**config.mk**
```make
export PLATFORM = sky130hd
export DESIGN_NAME = ilv_block_fetch
export DESIGN_NICKNAME = d
export VERILOG_FILES = /design/src/rtl/ilv_pkg.sv /design/src/rtl/ilv_bank.sv /design/src/rtl/ilv_launch_plan.sv /design/src/rtl/ilv_seq.sv /design/src/rtl/ilv_block_fetch.sv
export SDC_FILE = /design/constraint.sdc
export NUM_CORES = 1
export LEC_CHECK = 0
export BUFFER_PORTS_ARGS = -buffer_cell sky130_fd_sc_hd__buf_2
export CORE_ASPECT_RATIO = 0.6
export CORE_MARGIN = 5
export CORE_UTILIZATION = 48
export CTS_BUF_LIST = sky130_fd_sc_hd__clkbuf_4 sky130_fd_sc_hd__clkbuf_8
export DETAILED_ROUTE_END_ITERATION = 10
export PLACE_DENSITY = 0.67
export SLEW_MARGIN = 20
export SYNTH_ARGS = -nofsm -noshare
export SYNTH_HDL_FRONTEND = slang
export SYNTH_SLANG_ARGS = --single-unit
```
**constraint.sdc**
```tcl
create_clock -name clk -period 5.3 [get_ports clk]
set_clock_uncertainty 0.1 [all_clocks]
set_input_delay 1.06 -clock clk [delete_from_list [all_inputs] [get_ports clk]]
set_output_delay 1.06 -clock clk [all_outputs]
set_load 0.01 [all_outputs]
```
**src/rtl/ilv_pkg.sv**
```systemverilog
package ilv_pkg;

  typedef enum logic [1:0] {
    ST_IDLE,
    ST_ADDR,
    ST_ACC,
    ST_XFER
  } fetch_st_e;

  // size code -> number of words, clamped to the number of banks
  function automatic int unsigned words_of(input logic [1:0] code,
                                           input int unsigned bank_w);
    int unsigned e;
    e = (int'(code) > bank_w) ? bank_w : int'(code);
    return 1 << e;
  endfunction

endpackage

```
**src/rtl/ilv_bank.sv**
```systemverilog
module ilv_bank #(
  parameter int WORD_W   = 32,
  parameter int ROW_W    = 6,
  parameter int BANK_W   = 2,
  parameter int BANK_IDX = 0,
  parameter int ACC_CYC  = 24,
  parameter int BANK_CYC = 40
) (
  input  logic              clk,
  input  logic              rst_n,
  input  logic              start_i,
  input  logic [ROW_W-1:0]  row_i,
  output logic              free_o,
  output logic              data_ok_o,
  output logic [WORD_W-1:0] rdata_o
);

  localparam int ACC_W = $clog2(ACC_CYC + 1);
  localparam int CYC_W = $clog2(BANK_CYC + 1);
  localparam logic [BANK_W-1:0] IDX_V = BANK_W'(BANK_IDX);
  localparam logic [WORD_W-1:0] MIX  = WORD_W'(32'h9E37_79B1);
  localparam logic [WORD_W-1:0] SALT = WORD_W'(32'h5A5A_C3C3);

  logic [ACC_W-1:0]  acc_left_q, acc_left_d;
  logic [CYC_W-1:0]  cyc_left_q, cyc_left_d;
  logic [WORD_W-1:0] rdata_q, content;

  // behavioural store: each word's value is a function of its address
  always_comb begin
    content = (WORD_W'({row_i, IDX_V}) * MIX) ^ SALT;
  end

  always_comb begin
    acc_left_d = acc_left_q;
    cyc_left_d = cyc_left_q;
    if (start_i) begin
      acc_left_d = ACC_W'(ACC_CYC - 1);
      cyc_left_d = CYC_W'(BANK_CYC - 1);
    end else begin
      if (acc_left_q != '0) acc_left_d = acc_left_q - ACC_W'(1);
      if (cyc_left_q != '0) cyc_left_d = cyc_left_q - CYC_W'(1);
    end
  end

  always_ff @(posedge clk or negedge rst_n) begin
    if (!rst_n) begin
      acc_left_q <= '0;
      cyc_left_q <= '0;
      rdata_q    <= '0;
    end else begin
      acc_left_q <= acc_left_d;
      cyc_left_q <= cyc_left_d;
      if (start_i) rdata_q <= content;
    end
  end

  assign free_o    = (cyc_left_q == '0);
  assign data_ok_o = (acc_left_q == '0);
  assign rdata_o   = rdata_q;

  // the sequencer never starts a bank inside its cycle time
  p_start_free_r7: assert property (@(posedge clk) disable iff (!rst_n)
    start_i |-> free_o)
    else $error("bank %0d started while recovering", BANK_IDX);

  // the read word is held until the bank is started again
  p_rdata_hold_r2: assert property (@(posedge clk) disable iff (!rst_n)
    !start_i |=> $stable(rdata_o))
    else $error("bank %0d read word changed without a start", BANK_IDX);

  // a started bank is busy in the next cycle
  p_busy_after_start_r7: assert property (@(posedge clk) disable iff (!rst_n)
    start_i |=> !data_ok_o || (ACC_CYC == 1))
    else $error("bank %0d reported data too early", BANK_IDX);

endmodule

```
**src/rtl/ilv_launch_plan.sv**
```systemverilog
module ilv_launch_plan #(
  parameter int ADDR_W = 8,
  parameter int NBANK  = 4,
  parameter int BANK_W = 2,
  parameter int ROW_W  = 6
) (
  input  logic [ADDR_W-1:0] base_i,
  input  logic [BANK_W:0]   nwords_i,
  input  logic [BANK_W-1:0] widx_i,
  input  logic              serial_i,
  output logic [NBANK-1:0]  mask_o,
  output logic [ROW_W-1:0]  row_o [NBANK],
  output logic [BANK_W-1:0] cur_bank_o
);

  logic [ADDR_W-1:0] cur_addr;

  for (genvar b = 0; b < NBANK; b++) begin : g_bank
    logic [BANK_W-1:0] off;
    logic [ADDR_W-1:0] waddr;
    // position of this bank's word inside the block
    assign off       = BANK_W'(b) - base_i[BANK_W-1:0];
    assign waddr     = base_i + ADDR_W'(off);
    assign row_o[b]  = waddr[ADDR_W-1:BANK_W];
    assign mask_o[b] = serial_i ? (off == widx_i) : ({1'b0, off} < nwords_i);
  end

  assign cur_addr   = base_i + ADDR_W'(widx_i);
  assign cur_bank_o = cur_addr[BANK_W-1:0];

endmodule

```
**src/rtl/ilv_seq.sv**
```systemverilog
module ilv_seq
  import ilv_pkg::*;
#(
  parameter int ADDR_W   = 8,
  parameter int NBANK    = 4,
  parameter int BANK_W   = 2,
  parameter int ADDR_CYC = 4,
  parameter int XFER_CYC = 4
) (
  input  logic              clk,
  input  logic              rst_n,
  input  logic              req_valid_i,
  input  logic [ADDR_W-1:0] req_addr_i,
  input  logic [1:0]        req_size_i,
  input  logic              req_serial_i,
  output logic              req_ready_o,
  output logic [ADDR_W-1:0] base_o,
  output logic [BANK_W:0]   nwords_o,
  output logic [BANK_W-1:0] widx_o,
  output logic              serial_o,
  input  logic [NBANK-1:0]  mask_i,
  input  logic [NBANK-1:0]  free_i,
  input  logic [NBANK-1:0]  data_ok_i,
  output logic              launch_o,
  output logic              rsp_valid_o,
  output logic              rsp_last_o,
  output logic              done_o
);

  localparam int CNT_MAX = (ADDR_CYC > XFER_CYC) ? ADDR_CYC : XFER_CYC;
  localparam int CNT_W   = $clog2(CNT_MAX + 1);

  fetch_st_e          state_q, state_d;
  logic [CNT_W-1:0]   cnt_q, cnt_d;
  logic [ADDR_W-1:0]  base_q;
  logic [BANK_W:0]    nwords_q;
  logic [BANK_W-1:0]  widx_q, widx_d;
  logic               serial_q;
  logic               done_q, done_d;
  logic               accept, all_free, all_ok, slot_end, is_last, launch;

  assign accept   = (state_q == ST_IDLE) && req_valid_i;
  assign all_free = &(free_i | ~mask_i);
  assign all_ok   = &(data_ok_i | ~mask_i);
  assign slot_end = (state_q == ST_XFER) && (cnt_q == '0);
  assign is_last  = (({1'b0, widx_q} + (BANK_W+1)'(1)) == nwords_q);

  always_comb begin
    state_d = state_q;
    cnt_d   = cnt_q;
    widx_d  = widx_q;
    done_d  = 1'b0;
    launch  = 1'b0;
    unique case (state_q)
      ST_IDLE: begin
        if (accept) begin
          widx_d  = '0;
          cnt_d   = CNT_W'(ADDR_CYC - 1);
          state_d = ST_ADDR;
        end
      end
      ST_ADDR: begin
        if (cnt_q != '0) begin
          cnt_d = cnt_q - CNT_W'(1);
        end else if (all_free) begin
          launch  = 1'b1;
          state_d = ST_ACC;
        end
      end
      ST_ACC: begin
        if (all_ok) begin
          cnt_d   = CNT_W'(XFER_CYC - 1);
          state_d = ST_XFER;
        end
      end
      ST_XFER: begin
        if (cnt_q != '0) begin
          cnt_d = cnt_q - CNT_W'(1);
        end else if (is_last) begin
          done_d  = 1'b1;
          state_d = ST_IDLE;
        end else begin
          widx_d = widx_q + BANK_W'(1);
          if (serial_q) begin
            cnt_d   = CNT_W'(ADDR_CYC - 1);
            state_d = ST_ADDR;
          end else begin
            cnt_d = CNT_W'(XFER_CYC - 1);
          end
        end
      end
      default: state_d = ST_IDLE;
    endcase
  end

  always_ff @(posedge clk or negedge rst_n) begin
    if (!rst_n) begin
      state_q  <= ST_IDLE;
      cnt_q    <= '0;
      widx_q   <= '0;
      done_q   <= 1'b0;
      base_q   <= '0;
      nwords_q <= '0;
      serial_q <= 1'b0;
    end else begin
      state_q <= state_d;
      cnt_q   <= cnt_d;
      widx_q  <= widx_d;
      done_q  <= done_d;
      if (accept) begin
        base_q   <= req_addr_i;
        nwords_q <= (BANK_W+1)'(words_of(req_size_i, BANK_W));
        serial_q <= req_serial_i;
      end
    end
  end

  assign req_ready_o = (state_q == ST_IDLE);
  assign base_o      = base_q;
  assign nwords_o    = nwords_q;
  assign widx_o      = widx_q;
  assign serial_o    = serial_q;
  assign launch_o    = launch;
  assign rsp_valid_o = slot_end;
  assign rsp_last_o  = slot_end && is_last;
  assign done_o      = done_q;

  // the last word is followed by the done pulse
  p_last_done_r6: assert property (@(posedge clk) disable iff (!rst_n)
    rsp_valid_o && rsp_last_o |=> done_o)
    else $error("done did not follow the last word");

  // done lasts one cycle
  p_done_pulse_r6: assert property (@(posedge clk) disable iff (!rst_n)
    done_o |=> !done_o)
    else $error("done held for more than a cycle");

  // no word is returned while idle
  p_idle_quiet_r6: assert property (@(posedge clk) disable iff (!rst_n)
    req_ready_o |-> !rsp_valid_o)
    else $error("word returned while idle");

  // the captured request does not move during a fetch
  p_req_latched_r8: assert property (@(posedge clk) disable iff (!rst_n)
    !req_ready_o |=> $stable(base_q) && $stable(nwords_q) && $stable(serial_q))
    else $error("request fields changed during a fetch");

endmodule

```
**src/rtl/ilv_block_fetch.sv**
```systemverilog
module ilv_block_fetch #(
  parameter int WORD_W    = 32,
  parameter int ADDR_W    = 8,
  parameter int NBANK     = 4,
  parameter int ADDR_CYC  = 4,
  parameter int ACC_CYC   = 24,
  parameter int XFER_CYC  = 4,
  parameter int RECOV_CYC = 16
) (
  input  logic              clk,
  input  logic              rst_n,
  input  logic              req_valid,
  output logic              req_ready,
  input  logic [ADDR_W-1:0] req_addr,
  input  logic [1:0]        req_size,
  input  logic              req_serial,
  output logic              rsp_valid,
  output logic [WORD_W-1:0] rsp_data,
  output logic              rsp_last,
  output logic              done
);

  localparam int BANK_W   = $clog2(NBANK);
  localparam int ROW_W    = ADDR_W - BANK_W;
  localparam int BANK_CYC = ACC_CYC + RECOV_CYC;

  logic              rst_meta_q, rst_sync_q;
  logic [ADDR_W-1:0] base;
  logic [BANK_W:0]   nwords;
  logic [BANK_W-1:0] widx, cur_bank;
  logic              serial, launch;
  logic [NBANK-1:0]  mask, free, data_ok;
  logic [ROW_W-1:0]  row [NBANK];
  logic [WORD_W-1:0] bank_rdata [NBANK];

  // asynchronous assertion, synchronous release
  always_ff @(posedge clk or negedge rst_n) begin
    if (!rst_n) begin
      rst_meta_q <= 1'b0;
      rst_sync_q <= 1'b0;
    end else begin
      rst_meta_q <= 1'b1;
      rst_sync_q <= rst_meta_q;
    end
  end

  ilv_seq #(
    .ADDR_W(ADDR_W), .NBANK(NBANK), .BANK_W(BANK_W),
    .ADDR_CYC(ADDR_CYC), .XFER_CYC(XFER_CYC)
  ) u_seq (
    .clk(clk), .rst_n(rst_sync_q),
    .req_valid_i(req_valid), .req_addr_i(req_addr),
    .req_size_i(req_size), .req_serial_i(req_serial),
    .req_ready_o(req_ready),
    .base_o(base), .nwords_o(nwords), .widx_o(widx), .serial_o(serial),
    .mask_i(mask), .free_i(free), .data_ok_i(data_ok),
    .launch_o(launch),
    .rsp_valid_o(rsp_valid), .rsp_last_o(rsp_last), .done_o(done)
  );

  ilv_launch_plan #(
    .ADDR_W(ADDR_W), .NBANK(NBANK), .BANK_W(BANK_W), .ROW_W(ROW_W)
  ) u_plan (
    .base_i(base), .nwords_i(nwords), .widx_i(widx), .serial_i(serial),
    .mask_o(mask), .row_o(row), .cur_bank_o(cur_bank)
  );

  for (genvar b = 0; b < NBANK; b++) begin : g_banks
    ilv_bank #(
      .WORD_W(WORD_W), .ROW_W(ROW_W), .BANK_W(BANK_W), .BANK_IDX(b),
      .ACC_CYC(ACC_CYC), .BANK_CYC(BANK_CYC)
    ) u_bank (
      .clk(clk), .rst_n(rst_sync_q),
      .start_i(launch && mask[b]),
      .row_i(row[b]),
      .free_o(free[b]),
      .data_ok_o(data_ok[b]),
      .rdata_o(bank_rdata[b])
    );
  end

  assign rsp_data = bank_rdata[cur_bank];

  // a started block always touches at least one bank
  p_launch_nonempty_r3: assert property (@(posedge clk) disable iff (!rst_sync_q)
    launch |-> (mask != '0))
    else $error("start with no bank selected");

  // a serial fetch starts exactly one bank at a time
  p_serial_one_bank_r5: assert property (@(posedge clk) disable iff (!rst_sync_q)
    launch && serial |-> $onehot0(mask) && (mask != '0))
    else $error("serial fetch started several banks");

endmodule

```
# Word-level counts from Yosys, hierarchy flattened
# Index checks and enable logic that the tools add are counted.
# classes
n_addsub,20
n_mul,4
magnitude_cmp,6
n_eq_ne,17
n_shift,1
muxes,48
bitwise_logic,8
reduce_logical,40
# op_table
cell,n
binary-select mux 32 bit (select 2 bit),1
multiplier 8 x 32 -> 32 bit (second input constant),2
2-to-1 mux 32 bit,2
NOT 16 bit,4
2-to-1 mux 6 bit,8
2-to-1 mux 5 bit,8
adder 8 x 2 -> 8 bit,4
multiplier 6 x 32 -> 30 bit (second input constant),1
multiplier 7 x 32 -> 31 bit (second input constant),1
left shift 1 x 32 -> 3 bit (first input constant),1
zero test 6 bit,4
nonzero test 6 bit,4
subtractor 6 x 1 -> 6 bit (second input constant),4
2-to-1 mux 2 bit,11
zero test 5 bit,4
nonzero test 5 bit,4
subtractor 5 x 1 -> 5 bit (second input constant),4
nonzero test 2 bit,9
AND reduction 4 bit,4
2-to-1 mux 3 bit,5
less-than comparator 2 x 3 -> 1 bit,4
one-hot mux 3 bit (4 select lines),1
2-to-1 mux 1 bit,10
equality test 2 bit,4
25 further kinds,40
# word_totals
ff_bits,194
input_bits,14
elab_cells,165

# Logic depth before layout (Yosys ltp)
# depth
depth_word,11
ltp_mapped,25

# Cells and area by module
# Synthesis repeated with hierarchy kept, for this count alone.
# unflattened
hier_cells,2178
hier_area_um2,20818.7
# by_module_without_submodules
module,instances,cells_per_inst,area_per_inst_um2,seq_area_each_um2
ilv_bank at g_banks[1].u_bank,1,512,4737.0,1051.0
ilv_bank at g_banks[3].u_bank,1,502,4708.3,1026.0
ilv_bank at g_banks[2].u_bank,1,498,4615.7,1051.0
ilv_bank at g_banks[0].u_bank,1,421,4005.1,1051.0
ilv_seq,1,107,1193.6,500.5
ilv_block_fetch,1,46,893.4,50.0
ilv_launch_plan,1,92,665.6,0.0

# Worst setup path before layout
# OpenSTA, ideal clock, no wires.
# synth_timing
path_kind,reg2reg
from,register u_seq.base_q[3] (netlist: u_seq.base_o[3])
to,register g_banks[1].u_bank.rdata_q[31]
arrival_time_ns,5.654
required_time_ns,5.072
path_slack_ns,-0.582
stages_incl_launch_ff,21
path_buffers,1
period_less_slack_ns,5.882
path_cell_list,dfrtp_1 ha_1 clkbuf_1 nand2_1 xnor2_1 fa_1 inv_1 fa_1 fa_1 inv_1 ha_1 ha_1 and3_1 and3_1 and3_1 and3_1 a211oi_1 a21boi_0 o21ai_0 xnor2_1 o21ai_0
# synth_via
elab_chain_cells,2
# synth_lines
element,line_no,text
"start, declared",ilv_seq.sv:35,logic [ADDR_W-1:0] base_q;
"start signal, assigned",ilv_seq.sv:111,base_q <= req_addr_i;
adder 8 x 2 -> 8 bit,ilv_launch_plan.sv:23,assign waddr = base_i + ADDR_W'(off);
multiplier 8 x 32 -> 32 bit,ilv_bank.sv:30,"content = (WORD_W'({row_i, IDX_V}) * MIX) ^ SALT;"
"end signal, assigned",ilv_bank.sv:53,if (start_i) rdata_q <= content;
"end, declared",ilv_bank.sv:26,"logic [WORD_W-1:0] rdata_q, content;"
# No other way between the ends.
# A chain may end at the register's enable or synchronous reset.

# Worst setup path after layout
# layout_timing
from,register u_seq.base_q[3] (netlist: u_seq.base_o[3])
to,register g_banks[0].u_bank.rdata_q[29]
# layout_via
elab_chain_cells,2
# layout_lines
element,line_no
adder 8 x 2 -> 8 bit,ilv_launch_plan.sv:23
multiplier 6 x 32 -> 30 bit,ilv_bank.sv:30
"end signal, assigned",ilv_bank.sv:53
"end, declared",ilv_bank.sv:26
# No other way between the ends.

==> impl_metrics.xml <==
<?xml version="1.0" encoding="UTF-8"?>
<metrics>
  <group name="status">
    <metric name="outcome" unit="">finished, violations left</metric>
    <metric name="failed_checks" unit="">setup timing</metric>
  </group>
  <group name="timing">
    <metric name="finalHoldViolCount" unit="">0</metric>
    <metric name="max_slew_margin" unit="%">26.3</metric>
    <metric name="fin_crit_sh" unit="%">100</metric>
    <metric name="setup_ws" unit="ns">-0.0200</metric>
    <metric name="finalWorstPathRequiredPeriod" unit="ns">5.32</metric>
    <metric name="setup_failing_eps_final" unit="">1</metric>
    <metric name="final.setup.tns" unit="ns">-0.0200</metric>
    <metric name="maxClockFrequency" unit="MHz">188</metric>
    <metric name="tightest_slew" unit="ns">1.09</metric>
    <metric name="grt_setup_unrepaired" unit="">yes</metric>
    <metric name="holdWs" unit="ns">0.200</metric>
    <metric name="report.final.slew_viol_count" unit="">0</metric>
  </group>
  <group name="synthesis">
    <metric name="synth_seq_cells" unit="">189</metric>
    <metric name="synth_top_flop_cell" unit="">sky130_fd_sc_hd__dfrtp_1</metric>
    <metric name="synth_sequential_area_ratio" unit="%">24.4</metric>
    <metric name="yosysUniqueCellTypes" unit="">74</metric>
    <metric name="post_synth.cell_area_avg" unit="um2">9.46</metric>
    <metric name="synth_cells" unit="">2052</metric>
    <metric name="edff_count_synth" unit="">0</metric>
    <metric name="ys_async_sr_fraction" unit="%">100</metric>
    <metric name="synthesis.nets" unit="">2488</metric>
    <metric name="synth-warning-count" unit="">0</metric>
    <metric name="netlist_area" unit="um2">19400</metric>
  </group>
  <group name="floorplanning">
    <metric name="dieHeight" unit="um">166</metric>
    <metric name="io_pins" unit="">50</metric>
    <metric name="total_die_area" unit="um2">44700</metric>
    <metric name="initial_core_util" unit="%">48.3</metric>
    <metric name="core.rowCount" unit="">57</metric>
    <metric name="core_area" unit="um2">40200</metric>
    <metric name="die_w" unit="um">270</metric>
  </group>
  <group name="global_routing">
    <metric name="grtUsageTotal" unit="%">24.7</metric>
    <metric name="global_route.overflow_total" unit="">0</metric>
    <metric name="grt_start_max_net_pins" unit="">81</metric>
    <metric name="first_global_vias" unit="">15983</metric>
    <metric name="antenna_found_initial" unit="">1</metric>
    <metric name="grt_first_pass_wirelength" unit="um">87900</metric>
  </group>
  <group name="route">
    <metric name="post_drt_wl_per_cell" unit="um">19.1</metric>
    <metric name="drtIter0Drc" unit="">1052</metric>
    <metric name="route.final.wire_length" unit="um">55600</metric>
    <metric name="viasPerCell" unit="">5.48</metric>
    <metric name="detail_route.drc_violations" unit="">0</metric>
    <metric name="vias" unit="">15933</metric>
    <metric name="detailedRoute.firstPassIterationCount" unit="">5</metric>
    <metric name="drtAntennaViolNets" unit="">0</metric>
  </group>
  <group name="worst_setup_path">
    <metric name="critical_path.cell_chain" unit="">ha_4 &gt; buf_6 &gt; inv_4 &gt; or3_4 &gt; xnor2_4 &gt; fa_2 &gt; buf_12 &gt; fa_1 &gt; inv_2 &gt; fa_1 &gt; inv_1 &gt; ha_4 &gt; a21o_1 &gt; a21o_1 &gt; or4_4 &gt; a31oi_4 &gt; o21bai_1 &gt; o22ai_1 &gt; xor2_1 &gt; o21ai_1</metric>
    <metric name="regToRegStartpoint" unit="">u_seq.base_o[3]</metric>
    <metric name="reg2regPathDepth" unit="">20</metric>
    <metric name="crit-reg2reg-capture" unit="">g_banks[0].u_bank.rdata_o[29]</metric>
    <metric name="flop_to_flop_setup_slack" unit="ns">-0.02</metric>
    <metric name="worst-path-max-fanout" unit="">6</metric>
    <metric name="timing.critical_path.from_type" unit="">flop</metric>
    <metric name="crit_arrival" unit="ns">5.61</metric>
    <metric name="critical_path.startpoint" unit="">u_seq.base_o[3]</metric>
    <metric name="slowest_stage_cell_crit_path" unit="">sky130_fd_sc_hd__or4_4</metric>
    <metric name="timing.critical_path.to_type" unit="">flop</metric>
    <metric name="cp.required" unit="ns">5.59</metric>
    <metric name="worstSetupPathType" unit="">flop to flop</metric>
    <metric name="timing.critical_path.slowest_cell_delay" unit="ns">0.56</metric>
    <metric name="critPathTopFamily" unit="">adder cells</metric>
    <metric name="critical_path_buf_inv_count" unit="">5</metric>
  </group>
  <group name="placement">
    <metric name="hpwl" unit="um">44600</metric>
    <metric name="place_congestion" unit="">0.975</metric>
    <metric name="io_buffer_count" unit="">49</metric>
  </group>
  <group name="clock_network">
    <metric name="cts-htree-levels" unit="">4</metric>
    <metric name="clock_tree.buffer_depth" unit="">2</metric>
    <metric name="clock_tree.root_cell" unit="">sky130_fd_sc_hd__clkbuf_8</metric>
    <metric name="number_of_buffers_created_by_cts" unit="">17</metric>
    <metric name="tritoncts" unit="">yes</metric>
    <metric name="clock_latency" unit="ns">0.52</metric>
    <metric name="worst_setup_hold_path_clk_slew" unit="ns">0.12</metric>
    <metric name="clock_sinks" unit="">189</metric>
  </group>
  <group name="hold_path">
    <metric name="worst_hold_path_type" unit="">input port to async pin</metric>
  </group>
  <group name="flow_run">
    <metric name="drv_cap" unit="">0</metric>
  </group>
  <group name="layout">
    <metric name="layout_area_growth_over_synthesis" unit="%">23.4</metric>
    <metric name="drive_gt1_share" unit="%">26.4</metric>
    <metric name="layout.nets" unit="">2800</metric>
    <metric name="insertedDiodeCount" unit="">0</metric>
  </group>
</metrics>
kinds of logic after synthesis:
| group | count (synthesis) | share of synthesized area (%) |
|---|---|---|
| adder cells (fa/ha/maj) | 422 | 32.5 |
| AO/OA/AOI/OAI | 410 | 13.0 |
| other | 1 | 0.0193 |
| flip-flops | 189 | 24.4 |
| AND/OR/NAND/NOR | 418 | 10.3 |
| XOR/XNOR | 143 | 6.45 |
| multiplexers | 60 | 5.29 |
| buffers and inverters | 409 | 8.09 |
metrics by stage:
stage          worst slack [ns]  cell area, um2  instances  util [%]
2_1_floorplan            -0.112           19600       2052         -
3_3_place_gp             -0.190           22300       2845      55.3
3_5_place_dp             -0.315           22300       2845      55.3
4_1_cts                -0.00875           23100       2888      57.4
5_1_grt                  -0.181           24000       2908      59.5
6_report                -0.0200           24000       2908      59.5
flip-flops by register name, indices dropped and copies added, names as in the netlist:
signal and cells:
u_seq.serial_o 1, u_seq.nwords_o 3, g_banks.u_bank.acc_left_q 20, u_seq.state_q 2, rst_sync_q 1, g_banks.u_bank.cyc_left_q 24, u_seq.base_o 8, u_seq.cnt_q 3
u_seq.done_o 1, rst_meta_q 1, g_banks.u_bank.rdata_o 123, u_seq.widx_o 2
routing by layer:
metal	wire length (um)	track usage (%)	share of wire (%)	vias to the layer above
met5	0	0	0	-
met4	655	3.87	1.2	0
met3	4070	5.86	7.3	59
met2	24700	37.5	44	420
met1	26100	36.8	47	7956
li1	-	-	-	7498
layout by cell type (no fill, tap or decap), types with 53 or more instances in the layout:
master / synthesis / layout
sky130_fd_sc_hd__a21oi_1: 81 / 63
sky130_fd_sc_hd__buf_4: 0 / 278
sky130_fd_sc_hd__dfrtp_1: 189 / 182
sky130_fd_sc_hd__fa_1: 136 / 129
sky130_fd_sc_hd__ha_1: 286 / 249
sky130_fd_sc_hd__inv_1: 360 / 344
sky130_fd_sc_hd__nand2_1: 193 / 190
sky130_fd_sc_hd__nor2_1: 54 / 53
sky130_fd_sc_hd__o21ai_0: 148 / 123
sky130_fd_sc_hd__xnor2_1: 87 / 70
how the worst max path moves through the flow:
stage	endpoint	slack, ns	cells after the start
floorplan	g_banks[1].u_bank.rdata_o[31]	-0.11	20
global placement	g_banks[0].u_bank.rdata_o[29]	-0.19	20
detailed placement	g_banks[0].u_bank.rdata_o[29]	-0.31	20
CTS	g_banks[1].u_bank.rdata_o[25]	-0.009	21
global route	g_banks[0].u_bank.rdata_o[29]	-0.18	20
finish	g_banks[0].u_bank.rdata_o[29]	-0.02	20
cell type report:
type	count	area, um2
fillers	3342	16300
multi-input cells	1454	14200
flip-flops and latches	189	4740
repair buffers	342	2530
inverters	360	1350
well taps	531	664
clock buffers	18	241
clock inverters	14	173
what timing repair did:
item                                    CTS  global route
resized for setup                        61           143
endpoints found under the setup margin   31            41
hold buffers                              0             0
buffers inserted                         12            21
pin swaps                                31            83
cells in the mapped netlist, types with 4 or more instances:
library cell / count / area share (%)
sky130_fd_sc_hd__inv_1: 360 / 7.0
sky130_fd_sc_hd__ha_1: 286 / 18
sky130_fd_sc_hd__nand2_1: 193 / 3.7
sky130_fd_sc_hd__dfrtp_1: 189 / 24
sky130_fd_sc_hd__o21ai_0: 148 / 3.8
sky130_fd_sc_hd__fa_1: 136 / 14
sky130_fd_sc_hd__xnor2_1: 87 / 3.9
sky130_fd_sc_hd__a21oi_1: 81 / 2.1
sky130_fd_sc_hd__xor2_1: 56 / 2.5
sky130_fd_sc_hd__nor2_1: 54 / 1.0
sky130_fd_sc_hd__a21o_1: 48 / 1.9
sky130_fd_sc_hd__clkbuf_1: 38 / 0.73
sky130_fd_sc_hd__mux4_2: 30 / 3.5
sky130_fd_sc_hd__nand2b_1: 29 / 0.93
sky130_fd_sc_hd__nor3_1: 24 / 0.62
sky130_fd_sc_hd__nand3_1: 22 / 0.57
sky130_fd_sc_hd__mux2_2: 21 / 1.2
sky130_fd_sc_hd__o21ai_1: 16 / 0.41
sky130_fd_sc_hd__or2_2: 16 / 0.52
sky130_fd_sc_hd__a31oi_1: 14 / 0.45
sky130_fd_sc_hd__o211ai_1: 13 / 0.50
sky130_fd_sc_hd__and2_1: 12 / 0.39
sky130_fd_sc_hd__nor2b_1: 11 / 0.35
sky130_fd_sc_hd__o21bai_1: 11 / 0.43
sky130_fd_sc_hd__a211oi_1: 10 / 0.39
sky130_fd_sc_hd__o31ai_1: 10 / 0.39
sky130_fd_sc_hd__or3_1: 10 / 0.32
sky130_fd_sc_hd__and3_1: 8 / 0.26
sky130_fd_sc_hd__nor4_1: 8 / 0.26
sky130_fd_sc_hd__nand4_1: 7 / 0.23
sky130_fd_sc_hd__o21a_1: 7 / 0.27
sky130_fd_sc_hd__or4_1: 6 / 0.23
sky130_fd_sc_hd__a221oi_1: 5 / 0.23
sky130_fd_sc_hd__a22o_1: 5 / 0.23
sky130_fd_sc_hd__mux2_4: 5 / 0.39
sky130_fd_sc_hd__nand3b_1: 5 / 0.19
sky130_fd_sc_hd__a211o_1: 4 / 0.18
sky130_fd_sc_hd__buf_2: 4 / 0.10
sky130_fd_sc_hd__buf_6: 4 / 0.23
sky130_fd_sc_hd__mux2i_1: 4 / 0.21
sky130_fd_sc_hd__nor4b_1: 4 / 0.18
sky130_fd_sc_hd__o22ai_1: 4 / 0.13
worst register-to-register path, cell delays in order (launching register included):
cell                       delay (ns)
sky130_fd_sc_hd__dfrtp_2         0.45
sky130_fd_sc_hd__ha_4            0.20
sky130_fd_sc_hd__buf_6           0.11
sky130_fd_sc_hd__inv_4           0.04
sky130_fd_sc_hd__or3_4           0.41
sky130_fd_sc_hd__xnor2_4         0.26
sky130_fd_sc_hd__fa_2            0.52
sky130_fd_sc_hd__buf_12          0.15
sky130_fd_sc_hd__fa_1            0.50
sky130_fd_sc_hd__inv_2           0.04
sky130_fd_sc_hd__fa_1            0.36
sky130_fd_sc_hd__inv_1           0.11
sky130_fd_sc_hd__ha_4            0.21
sky130_fd_sc_hd__a21o_1          0.17
sky130_fd_sc_hd__a21o_1          0.19
sky130_fd_sc_hd__or4_4           0.56
sky130_fd_sc_hd__a31oi_4         0.22
sky130_fd_sc_hd__o21bai_1        0.12
sky130_fd_sc_hd__o22ai_1         0.22
sky130_fd_sc_hd__xor2_1          0.19
sky130_fd_sc_hd__o21ai_1         0.07
Power is left out: the tool's default activity adds up to more than one toggle a clock period on the data nets, which glitch-free logic cannot reach.
